**config.mk**
```make
export PLATFORM = sky130hd
export DESIGN_NAME = xcvr_reg_bus
export DESIGN_NICKNAME = d
export VERILOG_FILES = /design/src/rtl/xcvr_pkg.sv /design/src/rtl/xcvr_edge_det.sv /design/src/rtl/xcvr_store.sv /design/src/rtl/xcvr_reg_bus.sv
export SDC_FILE = /design/constraint.sdc
export NUM_CORES = 1
export LEC_CHECK = 0
export ABC_AREA = 1
export ABC_CLOCK_PERIOD_IN_PS = 2100
export CORE_MARGIN = 2
export CORE_UTILIZATION = 47
export DETAILED_ROUTE_END_ITERATION = 8
export PLACE_DENSITY = 0.86
export SLEW_MARGIN = 20
export SYNTH_ARGS = -nofsm -noshare
export SYNTH_HDL_FRONTEND = slang
export SYNTH_SLANG_ARGS = --single-unit
```
**constraint.sdc**
```tcl
create_clock -name clk_i -period 2.1 [get_ports clk_i]
set_clock_uncertainty 0.05 [all_clocks]
set_input_delay 0.63 -clock clk_i [delete_from_list [all_inputs] [get_ports clk_i]]
set_output_delay 0.63 -clock clk_i [all_outputs]
set_load 0.02 [all_outputs]
```
**src/rtl/xcvr_pkg.sv**
```systemverilog
package xcvr_pkg;
  localparam int unsigned NUM_DIR = 2;

  typedef enum logic [1:0] {
    ST_PASS,
    ST_HOLD,
    ST_LOAD
  } store_op_e;
endpackage

```
**src/rtl/xcvr_edge_det.sv**
```systemverilog
module xcvr_edge_det (
  input  logic clk_i,
  input  logic rst_ni,
  input  logic smp_i,
  output logic rise_o
);
  logic prev_q;

  // Reset to 1: a clock already high at reset release is not an edge.
  always_ff @(posedge clk_i or negedge rst_ni) begin
    if (!rst_ni) prev_q <= 1'b1;
    else         prev_q <= smp_i;
  end

  assign rise_o = smp_i & ~prev_q;

  assert_single_rise_R4: assert property (@(posedge clk_i) disable iff (!rst_ni)
    rise_o |=> !rise_o);
endmodule

```
**src/rtl/xcvr_store.sv**
```systemverilog
module xcvr_store
  import xcvr_pkg::*;
#(
  parameter int unsigned DATA_W = 18,
  parameter bit          OE_LOW = 1'b0
) (
  input  logic              clk_i,
  input  logic              rst_ni,
  input  logic [DATA_W-1:0] src_i,
  input  logic              le_i,
  input  logic              dclk_i,
  input  logic              oe_i,
  output logic [DATA_W-1:0] dst_o,
  output logic              drive_o
);
  logic              rise_w;
  logic [DATA_W-1:0] store_q;
  store_op_e         op;
  logic              en_w;

  xcvr_edge_det u_edge (
    .clk_i (clk_i),
    .rst_ni(rst_ni),
    .smp_i (dclk_i),
    .rise_o(rise_w)
  );

  always_comb begin
    if (le_i)        op = ST_PASS;
    else if (rise_w) op = ST_LOAD;
    else             op = ST_HOLD;
  end

  always_ff @(posedge clk_i or negedge rst_ni) begin
    if (!rst_ni)              store_q <= '0;
    else if (op != ST_HOLD)   store_q <= src_i;
  end

  assign dst_o = (op == ST_PASS) ? src_i : store_q;

  generate
    if (OE_LOW) begin : g_oe_low
      assign en_w = ~oe_i;
    end else begin : g_oe_high
      assign en_w = oe_i;
    end
  endgenerate

  assign drive_o = rst_ni & en_w;

  assert_pass_track_R2: assert property (@(posedge clk_i) disable iff (!rst_ni)
    le_i |=> store_q == $past(src_i));

  assert_hold_R3: assert property (@(posedge clk_i) disable iff (!rst_ni)
    (!le_i && !rise_w) |=> store_q == $past(store_q));

  assert_load_R4: assert property (@(posedge clk_i) disable iff (!rst_ni)
    (!le_i && rise_w) |=> store_q == $past(src_i));
endmodule

```
**src/rtl/xcvr_reg_bus.sv**
```systemverilog
module xcvr_reg_bus
  import xcvr_pkg::*;
#(
  parameter int unsigned DATA_W = 18
) (
  input  logic              clk_i,
  input  logic              rst_ni,
  input  logic [DATA_W-1:0] a_data_i,
  output logic [DATA_W-1:0] a_data_o,
  output logic              a_oe_o,
  input  logic [DATA_W-1:0] b_data_i,
  output logic [DATA_W-1:0] b_data_o,
  output logic              b_oe_o,
  input  logic              ab_oe_i,
  input  logic              ab_le_i,
  input  logic              ab_clk_i,
  input  logic              ba_oe_ni,
  input  logic              ba_le_i,
  input  logic              ba_clk_i
);
  // Index 0: A to B, index 1: B to A
  logic [DATA_W-1:0] src_w [NUM_DIR];
  logic [DATA_W-1:0] dst_w [NUM_DIR];
  logic              le_w  [NUM_DIR];
  logic              dck_w [NUM_DIR];
  logic              oe_w  [NUM_DIR];
  logic              drv_w [NUM_DIR];

  assign src_w[0] = a_data_i;
  assign src_w[1] = b_data_i;
  assign le_w[0]  = ab_le_i;
  assign le_w[1]  = ba_le_i;
  assign dck_w[0] = ab_clk_i;
  assign dck_w[1] = ba_clk_i;
  assign oe_w[0]  = ab_oe_i;
  assign oe_w[1]  = ba_oe_ni;

  for (genvar d = 0; d < NUM_DIR; d++) begin : g_dir
    xcvr_store #(
      .DATA_W(DATA_W),
      .OE_LOW(d == 1)
    ) u_store (
      .clk_i  (clk_i),
      .rst_ni (rst_ni),
      .src_i  (src_w[d]),
      .le_i   (le_w[d]),
      .dclk_i (dck_w[d]),
      .oe_i   (oe_w[d]),
      .dst_o  (dst_w[d]),
      .drive_o(drv_w[d])
    );
  end

  assign b_data_o = dst_w[0];
  assign b_oe_o   = drv_w[0];
  assign a_data_o = dst_w[1];
  assign a_oe_o   = drv_w[1];
endmodule

```
==> results_dict.tcl, run 1 <==
set metrics [dict create \
    swShare_pct 31.5 \
    grt_pass1_wl_um 10200 \
    core_um2 4090 \
    ios 82 \
    start_util_pct 49.9 \
    port_buffers 81 \
    cap_violations 0 \
    netlist_top_cells_count "nand2_1 (181), dfrtp_1 (36), nand3_1 (36)" \
    grt_max_degree 39 \
    ys.flop_type "dfrtp_1" \
    peakVddDrop_mv 0.428 \
    cts_hold_buf 0 \
    cp_cell_sequence "clkdlybuf4s50_1, nand2_1, nand2_2, buf_6" \
    maxSlewHeadroom_pct 68.5 \
    cp_slowest_cell "clkdlybuf4s50_1" \
    yosys_warnings 0 \
    finalWeightedCongestion 0.784 \
    max_freq_mhz 479 \
    synth_top_area_share_pct 44.2 \
    async_flop_share_pct 100 \
    leakagePower_nw 1.86 \
    wl_per_cell_um 14.1 \
    viasPerCell 5.10 \
    syn-cell-area_um2 2040 \
    place_hpwl_um 3770 \
    power_mw 2.01 \
    clk_pin_slew_ns 0.08 \
    finalCritPeriodShare_pct 99.4 \
    num-nets-final 429 \
    period_needed_ns 2.09 \
    netlist_instances 280 \
    tightestPinTransition_ns 0.472 \
    hold_class "in2async" \
    antenna_found_initial 0 \
    rsz0062_at_grt "false" \
    fillers 263 \
    ys_top_cells_by_area "dfrtp_1 (44%), nand2_1 (33%), nand3_1 (8.8%)" \
    die_h_um 69.9 \
    r2r-end "g_dir[0].u_store.store_q[16]" \
    routed_wl_um 6130 \
    pwr_density_cell_nw_per_um2 604 \
    die-area_um2 4880 \
    crit_path_start_kind "input port" \
    drv_slew 0 \
    n_antenna_cell 0 \
    endpoint_kind "output pin" \
    numCtsBuffers 5 \
    critPathTopFamily "buffers and inverters" \
    path_class "in2out" \
    p_sw_uw 634 \
    avgSynthCellArea_um2 7.28 \
    num_vias 2225 \
    crit_path_max_incr_delay_ns 0.51 \
    synth.largest_area_cell "dfrtp_1" \
    cts_sinks 38 \
    worstRegToRegCells 5 \
    crit_path_max_fanout 2 \
    cts_tree "built" \
    final-hold-violation-count 0 \
    critPathLaunch "b_data_i[17]" \
    ff2ff_setup_slack_ns 0.81 \
    setup_violations 0 \
    drt_iter0_markers 151 \
    synth_fp_nets 324 \
    area_delta_synth_final_pct 63.3 \
    crit_cells 4 \
    crit_arrival_ns 1.41 \
    crit_end "a_data_o[17]" \
    synth_seq_cells 38 \
    required_ns 1.42 \
    drive_gt1_share_pct 28.5 \
    antenna_left 0 \
    first_global_vias 2302 \
    overflow 0 \
    cts_buffer_depth 2 \
    design_area_um2 3330 \
    path_buf_inv 2 \
    outcome "complete, no violations" \
    rr_startpoint "g_dir[0].u_store.u_edge.prev_q" \
    ctsRootBufferMaster "clkbuf_8" \
    combPwrFrac_pct 32.3 \
    h-tree-depth 2 \
    p_seq_share_pct 41.9 \
    drc 0 \
    yosysUniqueCellTypes 13 \
    p_int_mw 1.38 \
    yosysMostFrequentCell "nand2_1" \
    grt.total_usage_pct 26.4 \
    placed_area_um2 2970 \
    fp.dieW_um 69.9 \
    synth_edf_count 0 \
    yosysSeqAreaShare_pct 46.7 \
    row_count 23 \
    pwr-share-clk_pct 25.8 \
    firstDrtPassIters 5 \
    clock_latency_ns 0.29 \
]
[per-stage QoR]
step	std cells	setup TNS [ns]	hold slack (ns)	utilization, %	setup slack [ns]
2_1_floorplan	280	0	0.284	-	0.237
3_3_place_gp	417	-24.91	0.439	72.7	-0.690
3_5_place_dp	417	-25.27	0.451	72.7	-0.723
4_1_cts	436	0	0.368	81.0	0.00278
5_1_grt	436	0	0.395	81.5	0.00231
6_report	436	0	0.370	81.5	0.0135
[how the worst min path moves through the flow]
stage | startpoint | endpoint | slack, ns
after floorplan | rst_ni | g_dir[0].u_store.store_q[0] | 0.28
after CTS | rst_ni | g_dir[1].u_store.store_q[9] | 0.37
final | rst_ni | g_dir[0].u_store.store_q[17] | 0.37
after global placement | g_dir[1].u_store.store_q[9] | g_dir[1].u_store.store_q[9] | 0.44
after detailed placement | g_dir[0].u_store.store_q[2] | g_dir[0].u_store.store_q[2] | 0.45
after global routing | rst_ni | g_dir[1].u_store.store_q[4] | 0.39
[cell type report]
class | instances | area [um^2] | area share (%)
Timing Repair inverter | 2 | 22.5 | 0.676
Sequential cell | 38 | 953 | 28.6
Clock buffer | 7 | 86.3 | 2.59
Tap cell | 50 | 62.6 | 1.88
Multi-Input combinational cell | 222 | 1010 | 30.4
Clock inverter | 1 | 5.00 | 0.150
Inverter | 6 | 47.5 | 1.43
Timing Repair Buffer | 110 | 1140 | 34.2
[timing repair]
item                                    in CTS  in global routing
resized for setup                          256                 11
cloned                                       4                  0
endpoints found under the setup margin      38                 10
setup buffers                                7                  0
pin swaps                                   18                  0
[flip-flops by register name, indices dropped and copies added, names as in the netlist]
register	flops
g_dir.u_store.store_q	36
g_dir.u_store.u_edge.prev_q	2
[power by group through the flow]
stage               logic (mW)  registers, mW  clock network, mW
finish                   0.649          0.843              0.520
global route             0.699          0.849              0.579
CTS                      0.642          0.840              0.532
detailed placement       0.577          0.852                  0
global placement         0.565          0.848                  0
floorplan                0.290          0.843                  0
[worst reg2reg max path: stages (launching register included)]
cell and delay (ns):
dfstp_2 0.52, inv_1 0.06, nand2_4 0.21, nand2_8 0.16, nand2_1 0.11, nand2_1 0.08
[per-layer routing]
layer,GRT usage (%),wire length [um],vias up
li1,-,-,1074
met1,30.5,2430,1034
met2,46.1,3160,101
met3,7.36,424,16
met4,10.3,116,0
met5,0,0,-
[layout by cell type, fill, tap and decap left out]
cell | netlist | final
nand2_1 | 181 | 158
nand3_1 | 36 | 36
dfrtp_1 | 36 | 36
clkdlybuf4s50_1 | 0 | 34
buf_6 | 6 | 30
buf_4 | 4 | 20
nand2_2 | 0 | 17
buf_2 | 2 | 11
nand2_4 | 2 | 8
clkbuf_8 | 0 | 6
dlymetal6s2s_1 | 0 | 6
inv_1 | 4 | 4
buf_12 | 0 | 4
buf_8 | 0 | 3
inv_12 | 0 | 2
nand2_8 | 2 | 2
inv_8 | 2 | 2
buf_16 | 0 | 2
dfstp_2 | 2 | 2
nor2_1 | 1 | 1
clkinv_2 | 0 | 1
clkbuf_1 | 0 | 1
[logic make-up (layout without fill, tap and decap cells)]
family	after synthesis	after routing	synth area share [%]
and+or+nand+nor	222	222	45.4
DFF	38	38	46.7
buffers and inverters	20	126	7.85
Power figures use the tool's default switching activity.
==> run 2, diff against run 1 <==
ABC_CLOCK_PERIOD_IN_PS = 2280   (was 2100)
CELL_PAD_IN_SITES_DETAIL_PLACEMENT = 0   (was unset)
CELL_PAD_IN_SITES_GLOBAL_PLACEMENT = 2   (was unset)
CORE_ASPECT_RATIO = 0.8   (was unset)
CORE_UTILIZATION = 23   (was 47)
PLACE_DENSITY = unset   (was 0.86)
PLACE_DENSITY_LB_ADDON = 0.1   (was unset)
clock period = 2.28 ns   (was 2.1 ns; I/O delays follow)
==> results_dict.tcl, run 2 (same netlist as run 1, synthesis figures left out) <==
set metrics [dict create \
    outcome "complete, no violations" \
    routed_wl_um 6170 \
    cts_tree "built" \
    area_delta_synth_final_pct 50.4 \
    tightestPinTransition_ns 0.504 \
    numCtsBuffers 5 \
    ctsRootBufferMaster "clkbuf_8" \
    first_global_vias 1921 \
    period_needed_ns 2.24 \
    num-nets-final 429 \
    endpoint_kind "output pin" \
    overflow 0 \
    crit_arrival_ns 1.50 \
    final-hold-violation-count 0 \
    required_ns 1.55 \
    regMostFlops "g_dir.u_store.store_q" \
    max_freq_mhz 447 \
    drv_slew 0 \
    p_sw_uw 544 \
    port_buffers 81 \
    antenna_left 0 \
    finalCritPeriodShare_pct 98.1 \
    grt_max_degree 39 \
    largest_reg_flops 36 \
    pwr_density_cell_nw_per_um2 568 \
    die-area_um2 9640 \
    wl_per_cell_um 12.4 \
    ios 82 \
    rsz0062_at_grt "false" \
    drc 0 \
    fillers 940 \
    drive_gt1_share_pct 22.3 \
    cap_violations 0 \
    cts_buffer_depth 2 \
    p_int_mw 1.20 \
    core_um2 8560 \
    reg_top3 "g_dir.u_store.store_q: 36 flops, g_dir.u_store.u_edge.prev_q: 2 flops" \
    antenna_found_initial 0 \
    num_vias 2051 \
    cts_sinks 38 \
    final_common_cell "nand2_1" \
    n_antenna_cell 0 \
    ff2ff_setup_slack_ns 1.01 \
    hold_class "reg2reg" \
    clock_latency_ns 0.29 \
    h-tree-depth 2 \
    finalWeightedCongestion 0.689 \
    fin_setup_tns_ns 0 \
    grt.total_usage_pct 12.9 \
    utilization_pct 35.8 \
    leakagePower_nw 1.70 \
    worstRegToRegCells 5 \
    swShare_pct 31.2 \
    clk_pin_slew_ns 0.07 \
    row_count 30 \
    setup_violations 0 \
    crit_path_start_kind "input port" \
    drt_iter0_markers 83 \
    cts_hold_buf 0 \
    path_class "in2out" \
    p_seq_share_pct 44.2 \
    final_cell_mix "nand2_1 (181), clkdlybuf4s50_1 (40), buf_2 (38), nand3_1 (36), dfrtp_1 (36)" \
    die_h_um 88.2 \
    critPathLaunch "ba_oe_ni" \
    fin_ws_ns 0.0436 \
    hold_path_end "g_dir[0].u_store.store_q[16]" \
    hold_path.startpoint "g_dir[0].u_store.store_q[16]" \
    start_util_pct 23.8 \
    crit_path_max_fanout 1 \
    holdPathStages 2 \
    pwr-share-clk_pct 27.4 \
    viasPerCell 4.12 \
    rr_startpoint "g_dir[0].u_store.u_edge.prev_q" \
    timing.hold.ws_ns 0.462 \
    grt_pass1_wl_um 9440 \
    combPwrFrac_pct 28.3 \
    firstDrtPassIters 4 \
    r2r-end "g_dir[0].u_store.store_q[5]" \
    maxSlewHeadroom_pct 66.4 \
    fp.dieW_um 109 \
    place_hpwl_um 4070 \
    peakVddDrop_mv 0.183 \
    dp_slack_ns -0.738 \
]
## run 2: how the worst max path moves through the flow
stage                   endpoint  depth (start not counted)
global placement    a_data_o[14]                          5
detailed placement   a_data_o[5]                          5
global route         a_data_o[0]                          4
CTS                  b_data_o[9]                          6
finish                    a_oe_o                          3
floorplan           a_data_o[10]                          5
## run 2: timing repair
item	CTS	global route
endpoints found under the setup margin	38	23
resized for setup	132	28
buffers inserted	2	0
hold endpoints to repair	0	0
cloned	2	1
## run 2: power by group through the flow
stage | sequential, mW | clock, mW | combinational (mW)
2_1_floorplan | 0.776 | 0 | 0.267
3_3_place_gp | 0.783 | 0 | 0.543
3_5_place_dp | 0.783 | 0 | 0.545
4_1_cts | 0.770 | 0.506 | 0.527
5_1_grt | 0.778 | 0.539 | 0.545
6_report | 0.770 | 0.477 | 0.493
## run 2: routing by layer
layer	share of wire, %	track usage, %
met1	50	18.5
met2	42	19.0
met3	6.8	3.31
met4	0.91	3.80
met5	0	0
## run 2: layout make-up
| class | instances | area [um^2] | share of cell area [%] |
|---|---|---|---|
| clock inverters | 1 | 5.00 | 0.163 |
| repair buffers | 110 | 887 | 28.9 |
| clock buffers | 7 | 86.3 | 2.82 |
| repair inverters | 2 | 17.5 | 0.571 |
| inverters | 6 | 51.3 | 1.67 |
| flip-flops and latches | 38 | 953 | 31.1 |
| well taps | 112 | 140 | 4.57 |
| multi-input cells | 222 | 926 | 30.2 |
## run 2: per-stage QoR
stage / total power, mW / std cells / area [um^2]
2_1_floorplan: 1.04 / 280 / 2040
3_5_place_dp: 1.33 / 485 / 3080
3_3_place_gp: 1.33 / 485 / 3080
4_1_cts: 1.80 / 497 / 3200
6_report: 1.74 / 498 / 3070
5_1_grt: 1.86 / 498 / 3070
## run 2: critical path, cell delays in order
cell	delay, ns
clkdlybuf4s50_1	0.40
nor2_1	0.09
dlygate4sd2_1	0.33
